===== src/rtl/irqsel_pkg.sv =====
package irqsel_pkg;

    typedef enum logic [1:0] {
        PRIV_USR  = 2'b00,
        PRIV_SUP  = 2'b01,
        PRIV_RSV  = 2'b10,
        PRIV_MACH = 2'b11
    } priv_e;

    typedef enum logic {
        CAUSE_SW  = 1'b0,
        CAUSE_EXT = 1'b1
    } cause_e;

    typedef enum logic [1:0] {
        SRC_NONE,
        SRC_LOCAL,
        SRC_SERIAL,
        SRC_STORAGE
    } src_e;

    localparam int MACH_EN_POS = 3;
    localparam int SUP_EN_POS  = 1;
    localparam int USR_EN_POS  = 0;

    typedef struct packed {
        logic   valid;
        cause_e cause;
        priv_e  level;
    } irq_head_t;

    // The target level follows the mode; the reserved code falls back to machine.
    function automatic priv_e target_level(input priv_e mode);
        return (mode == PRIV_RSV) ? PRIV_MACH : mode;
    endfunction

endpackage


===== src/rtl/irqsel_gate.sv =====
module irqsel_gate
    import irqsel_pkg::*;
#(
    parameter int STAT_W = 64
) (
    input  priv_e             mode,
    input  logic [STAT_W-1:0] mach_stat,
    input  logic [STAT_W-1:0] sup_stat,
    input  logic [STAT_W-1:0] usr_stat,
    output logic              open
);
    logic stat_unused;
    assign stat_unused = ^{mach_stat, sup_stat, usr_stat};

    always_comb begin
        unique case (mode)
            PRIV_MACH: open = mach_stat[MACH_EN_POS];
            PRIV_SUP:  open = sup_stat[SUP_EN_POS];
            PRIV_USR:  open = usr_stat[USR_EN_POS];
            default:   open = 1'b1;
        endcase
    end
endmodule


===== src/rtl/irqsel_arb.sv =====
module irqsel_arb
    import irqsel_pkg::*;
(
    input  logic open,
    input  logic req_local,
    input  logic req_serial,
    input  logic req_storage,
    output src_e winner
);
    always_comb begin
        winner = SRC_NONE;
        if (open) begin
            if (req_local)        winner = SRC_LOCAL;
            else if (req_serial)  winner = SRC_SERIAL;
            else if (req_storage) winner = SRC_STORAGE;
        end
    end
endmodule


===== src/rtl/irqsel_form.sv =====
module irqsel_form
    import irqsel_pkg::*;
#(
    parameter int IRQ_W       = 5,
    parameter int SERIAL_IRQ  = 10,
    parameter int STORAGE_IRQ = 1
) (
    input  src_e             winner,
    input  priv_e            mode,
    output irq_head_t        head,
    output logic [IRQ_W-1:0] num
);
    localparam logic [IRQ_W-1:0] SER_NUM = IRQ_W'(SERIAL_IRQ);
    localparam logic [IRQ_W-1:0] STO_NUM = IRQ_W'(STORAGE_IRQ);

    always_comb begin
        head = '0;
        num  = '0;
        unique case (winner)
            SRC_LOCAL: begin
                head.valid = 1'b1;
                head.cause = CAUSE_SW;
                head.level = target_level(mode);
            end
            SRC_SERIAL: begin
                head.valid = 1'b1;
                head.cause = CAUSE_EXT;
                head.level = target_level(mode);
                num        = SER_NUM;
            end
            SRC_STORAGE: begin
                head.valid = 1'b1;
                head.cause = CAUSE_EXT;
                head.level = target_level(mode);
                num        = STO_NUM;
            end
            default: ;
        endcase
    end
endmodule


===== src/rtl/priv_irq_selector.sv =====
module priv_irq_selector
    import irqsel_pkg::*;
#(
    parameter int STAT_W      = 64,
    parameter int IRQ_W       = 5,
    parameter int SERIAL_IRQ  = 10,
    parameter int STORAGE_IRQ = 1
) (
    input  logic              clk,
    input  logic              rst,
    input  logic [1:0]        priv_mode_i,
    input  logic [STAT_W-1:0] mach_stat_i,
    input  logic [STAT_W-1:0] sup_stat_i,
    input  logic [STAT_W-1:0] usr_stat_i,
    input  logic              req_local_i,
    input  logic              req_serial_i,
    input  logic              req_storage_i,
    output logic              irq_valid_o,
    output logic              irq_cause_o,
    output logic [1:0]        irq_level_o,
    output logic [IRQ_W-1:0]  irq_num_o
);
    priv_e            mode;
    logic             open;
    src_e             winner;
    irq_head_t        head_d, head_q;
    logic [IRQ_W-1:0] num_d, num_q;

    assign mode = priv_e'(priv_mode_i);

    irqsel_gate #(.STAT_W(STAT_W)) u_gate (
        .mode      (mode),
        .mach_stat (mach_stat_i),
        .sup_stat  (sup_stat_i),
        .usr_stat  (usr_stat_i),
        .open      (open)
    );

    irqsel_arb u_arb (
        .open        (open),
        .req_local   (req_local_i),
        .req_serial  (req_serial_i),
        .req_storage (req_storage_i),
        .winner      (winner)
    );

    irqsel_form #(
        .IRQ_W       (IRQ_W),
        .SERIAL_IRQ  (SERIAL_IRQ),
        .STORAGE_IRQ (STORAGE_IRQ)
    ) u_form (
        .winner (winner),
        .mode   (mode),
        .head   (head_d),
        .num    (num_d)
    );

    always_ff @(posedge clk) begin
        if (rst) begin
            head_q <= '0;
            num_q  <= '0;
        end else begin
            head_q <= head_d;
            num_q  <= num_d;
        end
    end

    assign irq_valid_o = head_q.valid;
    assign irq_cause_o = head_q.cause;
    assign irq_level_o = head_q.level;
    assign irq_num_o   = num_q;
endmodule


===== config.mk =====
export PLATFORM = sky130hd
export DESIGN_NAME = priv_irq_selector
export DESIGN_NICKNAME = d
export VERILOG_FILES = /design/src/rtl/irqsel_pkg.sv /design/src/rtl/irqsel_gate.sv /design/src/rtl/irqsel_arb.sv /design/src/rtl/irqsel_form.sv /design/src/rtl/priv_irq_selector.sv
export SDC_FILE = /design/constraint.sdc
export NUM_CORES = 1
export LEC_CHECK = 0
export BUFFER_PORTS_ARGS = -buffer_cell sky130_fd_sc_hd__clkbuf_2
export CORE_AREA = 10 10 72 74
export DETAILED_ROUTE_END_ITERATION = 12
export DIE_AREA = 0 0 82 84
export GPL_TIMING_DRIVEN = 0
export PLACE_DENSITY = 0.66
export SLEW_MARGIN = 15
export SYNTH_ARGS = -nofsm -noshare
export SYNTH_HDL_FRONTEND = slang
export SYNTH_SLANG_ARGS = --single-unit

===== constraint.sdc =====
create_clock -name clk -period 2.35 [get_ports clk]
set_input_delay 0.235 -clock clk [delete_from_list [all_inputs] [get_ports clk]]
set_output_delay 0.235 -clock clk [all_outputs]
set_load 0.02 [all_outputs]

# Word level (Yosys, flattened, before mapping)
# Index checks and enable logic that the tools add are counted.
# classes
n_eq_ne	6
mux	8
n_reduce_logical	2
# ops
operator	n
$pmux 4 s2	2
$mux 2	5
$eq 2x2->1 const B	4
$eq 2x1->1 const B	2
$pmux 1 s3	1
$logic_not 2->1	1
$reduce_or 2->1	1
# word_totals
reg_bits	9
inputBits	199
output_inout_bits	9
wordCells	20

# Logic depth before layout (Yosys ltp)
# Gate-level depths: netlist of run 1.
# depth
depth_word	7
ltp_mapped	3
ltp_nobuf	3

# Cells and area by module
# A second synthesis of run 1 with hierarchy kept.
# hier_totals
cells_unflattened	35
hier_area_um2	354.1
# by_module_without_submodules
mod	n_inst	cells_per_inst	area_each_um2	seq_area_each_um2
priv_irq_selector	1	18	236.5	180.2
irqsel_form	1	10	68.8	0.0
irqsel_arb	1	4	25.0	0.0
irqsel_gate	1	3	23.8	0.0

# Least setup slack after synthesis of run 1
# No wires, ideal clock.
# synth_timing
path_type	input to register
startpoint	input priv_mode_i[0]
endpoint	register head_q, in the netlist irq_level_o[0]
setup_time_ns	0.130
arrival_ns	0.856
required_time_ns	2.220
path_slack_ns	1.365
cell_stages	3
n_path_buf	0
path_cell_list	mux2_4 > o221ai_4 > nor3_1
# synth_between
elab_chain_len	6
word_cells_on_any_way	12
classes_between	6 x eq/ne; 4 x mux; 2 x reduce/logical
# synth_lines
element	line	source
from (decl)	priv_irq_selector.sv:11	input logic [1:0] priv_mode_i,
$eq 2x1->1 (tied with other cells)	irqsel_gate.sv:16	unique case (mode)
$pmux 1 s3	irqsel_gate.sv:16	
$mux 2	irqsel_arb.sv:12	if (open) begin
$eq 2x2->1	irqsel_form.sv:19	unique case (winner)
$reduce_or 2->1 (no source line)	n/a	
$pmux 4 s2 (*)	irqsel_form.sv:19	
to (signal assigned)	priv_irq_selector.sv:60	head_q <= '0;
to (signal assigned)	priv_irq_selector.sv:63	head_q <= head_d;
to (decl)	priv_irq_selector.sv:26	irq_head_t head_d, head_q;
# Every way passes the cells marked *; elsewhere a longest branch is shown, timed or not.
# A chain may end at the register's enable or synchronous reset.

==> results of run 1 <==
==> metal layers <==
| layer | global-route usage (%) | share of wire, % |
|---|---|---|
| met5 | 0 | 0 |
| met1 | 2.72 | 52 |
| met3 | 3.66 | 25 |
| met4 | 0 | 0 |
| met2 | 2.43 | 23 |
==> cell type report <==
cell class,instances,area share [%]
Timing Repair Buffer,16,17.9
Inverter,1,0.838
Multi-Input combinational cell,14,26.3
Buffer,3,5.03
Clock buffer,3,9.22
Tap cell,50,14.0
Sequential cell,6,26.8
==> per-stage QoR <==
| stage | std cells | util (%) | power, W |
|---|---|---|---|
| 3_3_place_gp | 90 | 10.5 | 0.000160 |
| 4_1_cts | 93 | 11.6 | 0.000319 |
| 6_report | 93 | 11.6 | 0.000310 |
| 3_5_place_dp | 90 | 10.5 | 0.000161 |
| 2_1_floorplan | 24 | - | 0.000140 |
| 5_1_grt | 93 | 11.6 | 0.000329 |
==> layout by cell type, fill, tap and decap left out <==
| cell | instances |
|---|---|
| sky130_fd_sc_hd__o221ai_4 | 1 |
| sky130_fd_sc_hd__nor3b_1 | 2 |
| sky130_fd_sc_hd__clkbuf_8 | 3 |
| sky130_fd_sc_hd__nor4b_4 | 1 |
| sky130_fd_sc_hd__clkbuf_2 | 16 |
| sky130_fd_sc_hd__nor2_1 | 3 |
| sky130_fd_sc_hd__nor3_1 | 3 |
| sky130_fd_sc_hd__conb_1 | 2 |
| sky130_fd_sc_hd__dfxtp_1 | 6 |
| sky130_fd_sc_hd__nand2_1 | 1 |
| sky130_fd_sc_hd__mux2_4 | 1 |
| sky130_fd_sc_hd__buf_4 | 3 |
| sky130_fd_sc_hd__inv_1 | 1 |
==> Yosys cell counts <==
cell / instances / share of area (%)
sky130_fd_sc_hd__nor2_1: 3 / 4.3
sky130_fd_sc_hd__inv_1: 1 / 1.4
sky130_fd_sc_hd__nor3_1: 3 / 5.8
sky130_fd_sc_hd__nor4b_4: 1 / 9.1
sky130_fd_sc_hd__nor3b_1: 2 / 5.8
sky130_fd_sc_hd__conb_1: 1 / 1.4
sky130_fd_sc_hd__dfxtp_1: 6 / 46
sky130_fd_sc_hd__nand2_1: 1 / 1.4
sky130_fd_sc_hd__o221ai_4: 1 / 10
sky130_fd_sc_hd__mux2_4: 1 / 5.8
sky130_fd_sc_hd__buf_4: 3 / 8.7
==> power by group through the flow <==
stage	sequential, W	clock (W)	combinational (W)
2_1_floorplan	0.000118	0	0.0000217
3_3_place_gp	0.000111	0	0.0000492
3_5_place_dp	0.000111	0	0.0000494
4_1_cts	0.000110	0.000160	0.0000494
5_1_grt	0.000111	0.000164	0.0000540
6_report	0.000110	0.000152	0.0000488
==> state kept, by name, summed over array words and instances, names as in the netlist <==
signal,flops
irq_num_o,2
irq_valid_o,1
irq_level_o,2
irq_cause_o,1
==> cells by family after synthesis <==
group,after synthesis
muxes,1
other,1
and+or+nand+nor,10
AOI/OAI and AO/OA,1
buffers and inverters,4
DFF,6
==> worst paths after layout <==
path / startpoint / slack (ns) / to
max: irq_num_o[1]$_SDFF_PP0_ / 1.33 / irq_num_o[3]
min: req_serial_i / 0.25 / irq_num_o[0]$_SDFF_PP0_
==> metrics.log, run 1 <==
[metrics] clock edge transition at the registers on the reported setup and hold paths: 0.03 ns
[metrics] Die Span X: 82 µm
[metrics] total power per unit cell area: 693 nW/µm²
[metrics] share of cell area taken by muxes after synthesis: 5.77%
[metrics] Die Height: 84 µm
[metrics] total of warnings raised by yosys: 0
[metrics] proportion of power drawn by combinational gates: 15.7%
[metrics] VDD IR-drop max: 0.174 mV
[metrics] area delta synth->final: 72.1%
[metrics] Antenna Violating Nets Remaining: 0
[metrics] critical path's largest stage delay: 0.32 ns
[metrics] post-route cell area: 448 µm²
[metrics] final-report setup violation count: 0
[metrics] TritonCTS buffer count: 3
[metrics] maximum level of the CTS H-tree: 1
[metrics] switching power: 0.0000717 W
[metrics] count of final max-slew check failures: 0
[metrics] XOR/XNOR Fraction of Synth Area: 0%
[metrics] fraction of the yosys area taken by sequential cells: 46.2%
[metrics] cell area reported after detailed placement: 407 µm²
[metrics] Slowest-stage cell, CP: sky130_fd_sc_hd__dfxtp_1
[metrics] number of filler cells placed in the layout: 457
[metrics] Congestion Overflow GR: 0
[metrics] diode insertion count for antenna repair: 0
[metrics] CTS sink count: 6
[metrics] Core Rows: 23
[metrics] share of synthesized cell area in full adder, half adder and majority cells: 0%
[metrics] maximum number of pins on one net before global-route repair: 7
[metrics] first-pass GRT wire length: 1.18 mm
[metrics] layout cells sized above 1: 58.1%
[metrics] post-cts resize count: 0
[metrics] number of placed I/O pins: 208
[metrics] time the final worst path needs with I/O delays and setup: 1.02 ns
[metrics] result of the run: finished, final reports clean
[metrics] critical path class: reg -> out
[metrics] initial detailed-routing violation count: 4
[metrics] total of buffers placed on input and output ports: 16
[metrics] sequential cell area: 120 µm²
[metrics] clk root buf: sky130_fd_sc_hd__clkbuf_8
[metrics] area of the multi-input gates: 118 µm²
[metrics] depth of the critical timing path with buffers and inverters included: 2
[metrics] DRT Pass-1 Iters: 2
[metrics] Final nets: 244
[metrics] share of power burned in registers: 35.4%
[metrics] total core area: 3860 µm²
[metrics] Crit Path Max Fanout: 2
[metrics] placer congestion estimate: 0.642
[metrics] post-DP HPWL: 630 µm
[metrics] synthesized flop and latch total: 6
[metrics] setup repair after global routing missed its margin: no
[metrics] count of different cell masters after synthesis: 11
[metrics] clock tree from TritonCTS: built
[metrics] antenna violations before repair: 0
[metrics] number of hold violations in the final report: 0
[metrics] detailed-route via count: 225
[metrics] routed len/inst: 7.53 µm
[metrics] cell area after synthesis: 260 µm²
[metrics] floorplan die area: 6890 µm²
[metrics] cell family contributing the most delay on the critical path: flip-flops
[metrics] Setup crit end kind: output port
[metrics] share of the cycle needed by the critical path after routing: 43.4%
[metrics] starting density of the core: 6.75%
[metrics] required time at the worst-slack endpoint: 2.12 ns
[metrics] critical path launch point type: register
[metrics] number of maximum-capacitance constraint violations: 0
[metrics] main combinational cell family by area after synthesis: simple AND/OR/NAND/NOR gates
[metrics] class of the most critical hold timing path: in -> reg
[metrics] Crit path buffers/inverters: 2
[metrics] Hold Worst Slack: 0.253 ns
[metrics] Leakage Power: 0.201 nW
[metrics] Via-to-Cell Ratio: 2.42
[metrics] Max Clk Rate: 0.981 GHz
[metrics] clock network fraction of design power: 48.9%
[metrics] Int Power: 0.000239 W
[metrics] final worst slack: 1.33 ns
[metrics] DRC errors left: 0
[metrics] Setup Total Neg Slack: 0 ns
[metrics] crit path cell chain: buf_4 -> clkbuf_2
[metrics] cell depth of the worst min-delay path: 2
[metrics] switching part of the total: 23.1%
[metrics] number of global-route vias before repair: 265
[metrics] worst slack, placed: 1.15 ns
[metrics] Compound-Gate Fraction of Synth Area: 10.1%
[metrics] Simple-Gate Fraction of Synth Area: 26.4%
[metrics] CP Data Arrival Time: 0.78 ns
[metrics] number of buffers inserted to repair setup after CTS: 0
[metrics] routed wire length: 700 µm
[metrics] Longest Clk Path Bufs: 2
[metrics] number of instances in the synthesized netlist: 23
[metrics] hold-fix buffers at CTS: 0
[metrics] Syn Area/Cell: 11.3 µm²
[metrics] Global Route Usage Sum: 2.38%
(Power assumes the default switching activity.)
==> run 2: changes to the inputs <==
Settings changed: ABC_AREA set to 1.
Clock period 2.35 ns to 1 ns, I/O delays scaled along.
==> run 2 against run 1 <==
Net effect: sequential power rose by 130%; utilization stayed put; synthesized cell count is 48% higher; critical path depth is the same; combinational power increased by 120%; clock power increased by 130%; area after synthesis stayed put; wire length increased by 6.4%; cell count is 12% higher.
==> metrics.log, run 2 <==
[metrics] result of the run: finished, final reports clean (unchanged)
[metrics] cell area reported after detailed placement: 407 µm² (unchanged)
[metrics] main combinational cell family by area after synthesis: simple AND/OR/NAND/NOR gates (unchanged)
[metrics] VDD IR-drop max: 0.223 mV (was 0.174 mV)
[metrics] maximum level of the CTS H-tree: 1 (unchanged)
[metrics] hold-fix buffers at CTS: 0 (unchanged)
[metrics] setup repair after global routing missed its margin: no (unchanged)
[metrics] DRT Pass-1 Iters: 2 (unchanged)
[metrics] switching power: 0.000160 W (was 0.0000717 W)
[metrics] first-pass GRT wire length: 1.11 mm (was 1.18 mm)
[metrics] post-synth top area share: 46.2% (unchanged)
[metrics] Area contributors post-synth: sky130_fd_sc_hd__dfxtp_1 (46%), sky130_fd_sc_hd__inv_1 (10%), sky130_fd_sc_hd__nor2_1 (10%) (was sky130_fd_sc_hd__dfxtp_1 (46%), sky130_fd_sc_hd__o221ai_4 (10%), sky130_fd_sc_hd__nor4b_4 (9.1%))
[metrics] share of synthesized cell area in full adder, half adder and majority cells: 0% (unchanged)
[metrics] number of filler cells placed in the layout: 464 (was 457)
[metrics] CTS sink count: 6 (unchanged)
[metrics] Post-synth EDFFs: 0 (unchanged)
[metrics] Core Rows: 23 (unchanged)
[metrics] clock tree from TritonCTS: built (unchanged)
[metrics] fraction of the yosys area taken by sequential cells: 46.2% (unchanged)
[metrics] most common cell after layout, fill and taps aside: sky130_fd_sc_hd__clkbuf_2 (unchanged)
[metrics] clock edge transition at the registers on the reported setup and hold paths: 0.03 ns (about the same)
[metrics] share of the cycle needed by the critical path after routing: 88.6%
[metrics] Compound-Gate Fraction of Synth Area: 3.37% (was 10.1%)
[metrics] starting density of the core: 6.75% (unchanged)
[metrics] number of global-route vias before repair: 259 (was 265)
[metrics] detailed-route via count: 246 (was 225)
[metrics] floorplan die area: 6890 µm² (unchanged)
[metrics] proportion of power drawn by combinational gates: 14.7% (was 15.7%)
[metrics] Hold Worst Slack: 0.142 ns (was 0.253 ns)
[metrics] flip-flop cell with the highest count after synthesis: sky130_fd_sc_hd__dfxtp_1 (unchanged)
[metrics] placer congestion estimate: 0.588 (was 0.642)
[metrics] Longest Clk Path Bufs: 2 (unchanged)
[metrics] XOR/XNOR Fraction of Synth Area: 0% (unchanged)
[metrics] Die Span X: 82 µm (unchanged)
[metrics] startpoint of the most critical setup path: irq_num_o[1]$_SDFF_PP0_ (unchanged)
[metrics] routed wire length: 745 µm (was 700 µm)
[metrics] number of buffers inserted to repair setup after CTS: 0 (unchanged)
[metrics] Setup Total Neg Slack: 0 ns (unchanged)
[metrics] final worst slack: 0.114 ns (was 1.33 ns)
[metrics] share of flip-flops with an asynchronous set or reset: 0% (unchanged)
[metrics] number of instances in the synthesized netlist: 34 (was 23)
[metrics] routed len/inst: 7.16 µm (was 7.53 µm)
[metrics] top cell type by total area after synthesis: sky130_fd_sc_hd__dfxtp_1 (unchanged)
[metrics] clock network fraction of design power: 49.3% (was 48.9%)
[metrics] post-route cell area: 448 µm² (unchanged)
[metrics] critical path launch point type: register (unchanged)
[metrics] share of cell area taken by muxes after synthesis: 0% (was 5.77%)
[metrics] crit path cell chain: buf_4 -> clkbuf_2 (unchanged)
[metrics] startpoint of the most critical hold path: req_serial_i (unchanged)
[metrics] Crit path buffers/inverters: 2 (unchanged)
[metrics] Crit Path Max Fanout: 2 (unchanged)
[metrics] total core area: 3860 µm² (unchanged)
[metrics] layout cells sized above 1: 51.9% (was 58.1%)
[metrics] number of placed I/O pins: 208 (unchanged)
[metrics] final-report setup violation count: 0 (unchanged)
[metrics] DRC errors left: 0 (unchanged)
[metrics] Congestion Overflow GR: 0 (unchanged)
[metrics] Leakage Power: 0.245 nW (was 0.201 nW)
[metrics] Final nets: 255 (was 244)
[metrics] terminating pin of the worst hold path: irq_num_o[1]$_SDFF_PP0_ (was irq_num_o[0]$_SDFF_PP0_)
[metrics] Antenna Violating Nets Remaining: 0 (unchanged)
[metrics] Global Route Usage Sum: 2.36% (was 2.38%)
[metrics] Setup crit end kind: output port (unchanged)
[metrics] switching part of the total: 22.4% (was 23.1%)
[metrics] number of maximum-capacitance constraint violations: 0 (unchanged)
[metrics] maximum number of pins on one net before global-route repair: 5 (was 7)
[metrics] Die Height: 84 µm (unchanged)
[metrics] Slowest-stage cell, CP: sky130_fd_sc_hd__dfxtp_1 (unchanged)
[metrics] number of hold violations in the final report: 0 (unchanged)
[metrics] antenna violations before repair: 0 (unchanged)
[metrics] worst slack, placed: 0.289 ns (was 1.15 ns)
[metrics] critical path class: reg -> out (unchanged)
[metrics] Int Power: 0.000554 W (was 0.000239 W)
[metrics] critical path's largest stage delay: 0.32 ns (about the same)
[metrics] cell family contributing the most delay on the critical path: flip-flops (unchanged)
[metrics] post-cts resize count: 0 (unchanged)
[metrics] TritonCTS buffer count: 3 (unchanged)
[metrics] diode insertion count for antenna repair: 0 (unchanged)
[metrics] clk root buf: sky130_fd_sc_hd__clkbuf_8 (unchanged)
[metrics] synthesized flop and latch total: 6 (unchanged)
[metrics] CP Data Arrival Time: 0.79 ns (was 0.78 ns)
[metrics] Max Clk Rate: 1.13 GHz
[metrics] count of final max-slew check failures: 0 (unchanged)
[metrics] cell depth of the worst min-delay path: 3 (was 2)
[metrics] required time at the worst-slack endpoint: 0.90 ns (was 2.12 ns)
[metrics] Syn Area/Cell: 7.65 µm² (was 11.3 µm²)
[metrics] share of power burned in registers: 36.0% (was 35.4%)
[metrics] commonest cells after routing, fill and taps aside: sky130_fd_sc_hd__clkbuf_2 (16), sky130_fd_sc_hd__inv_1 (7), sky130_fd_sc_hd__nor2_1 (7), sky130_fd_sc_hd__dfxtp_1 (6) (was sky130_fd_sc_hd__clkbuf_2 (16), sky130_fd_sc_hd__dfxtp_1 (6))
[metrics] total of warnings raised by yosys: 0 (unchanged)
[metrics] top cells by count, synth: sky130_fd_sc_hd__inv_1 (7), sky130_fd_sc_hd__nor2_1 (7), sky130_fd_sc_hd__dfxtp_1 (6), sky130_fd_sc_hd__buf_4 (3), sky130_fd_sc_hd__nand2_1 (3) (was sky130_fd_sc_hd__dfxtp_1 (6), sky130_fd_sc_hd__buf_4 (3), sky130_fd_sc_hd__nor2_1 (3), sky130_fd_sc_hd__nor3_1 (3), sky130_fd_sc_hd__nor3b_1 (2))
[metrics] post-DP HPWL: 704 µm (was 630 µm)
[metrics] area delta synth->final: 72.1% (unchanged)
[metrics] class of the most critical hold timing path: in -> reg (unchanged)
[metrics] total of buffers placed on input and output ports: 16 (unchanged)
[metrics] Simple-Gate Fraction of Synth Area: 28.8% (was 26.4%)
[metrics] count of different cell masters after synthesis: 12 (was 11)
[metrics] total power per unit cell area: 1590 nW/µm² (was 693 nW/µm²)
[metrics] Via-to-Cell Ratio: 2.37 (was 2.42)
[metrics] initial detailed-routing violation count: 6 (was 4)
[metrics] time the final worst path needs with I/O delays and setup: 0.886 ns
[metrics] Final Util: 11.6% (unchanged)
[metrics] cell area after synthesis: 260 µm² (unchanged)
## run 2: routing by layer
layer  GRT usage, %  share of wire (%)
met4           2.79                2.0
met2           3.42                 45
met5              0                  0
met3           2.16                 23
met1           1.57                 29
## run 2: how the worst max path moves through the flow
stage                                            to  cells past startpoint
after detailed placement  irq_level_o[1]$_SDFF_PP0_                      5
after CTS                              irq_num_o[3]                      2
final                                  irq_num_o[3]                      2
after global placement    irq_level_o[0]$_SDFF_PP0_                      5
after global routing                   irq_num_o[3]                      2
after floorplan                        irq_num_o[3]                      1
## run 2: cells by family after synthesis
kind of cell,after synthesis
simple gates,15
other cells,1
flops,6
compound gates,1
buf+inv,11
## run 2: power by group through the flow
stage                      logic, W  registers (W)  clock network, W
final                      0.000105       0.000257          0.000352
after global routing       0.000118       0.000258          0.000383
after CTS                  0.000107       0.000257          0.000362
after detailed placement   0.000107       0.000261                 0
after global placement     0.000106       0.000260                 0
after floorplan           0.0000486       0.000277                 0
## run 2: per-stage QoR
| step | instances | power, W |
|---|---|---|
| CTS | 104 | 0.000727 |
| global route | 104 | 0.000759 |
| detailed placement | 101 | 0.000368 |
| global placement | 101 | 0.000366 |
| floorplan | 35 | 0.000326 |
| finish | 104 | 0.000714 |
## run 2: final cells by class
| cell class | instances | area [µm²] | area share [%] |
|---|---|---|---|
| flip-flops and latches | 6 | 120 | 26.8 |
| multi-input cells | 18 | 91.3 | 20.4 |
| repair buffers | 16 | 80.1 | 17.9 |
| well taps | 50 | 62.6 | 14.0 |
| clock buffers | 3 | 41.3 | 9.22 |
| inverters | 8 | 30.0 | 6.70 |
| plain buffers | 3 | 22.5 | 5.03 |
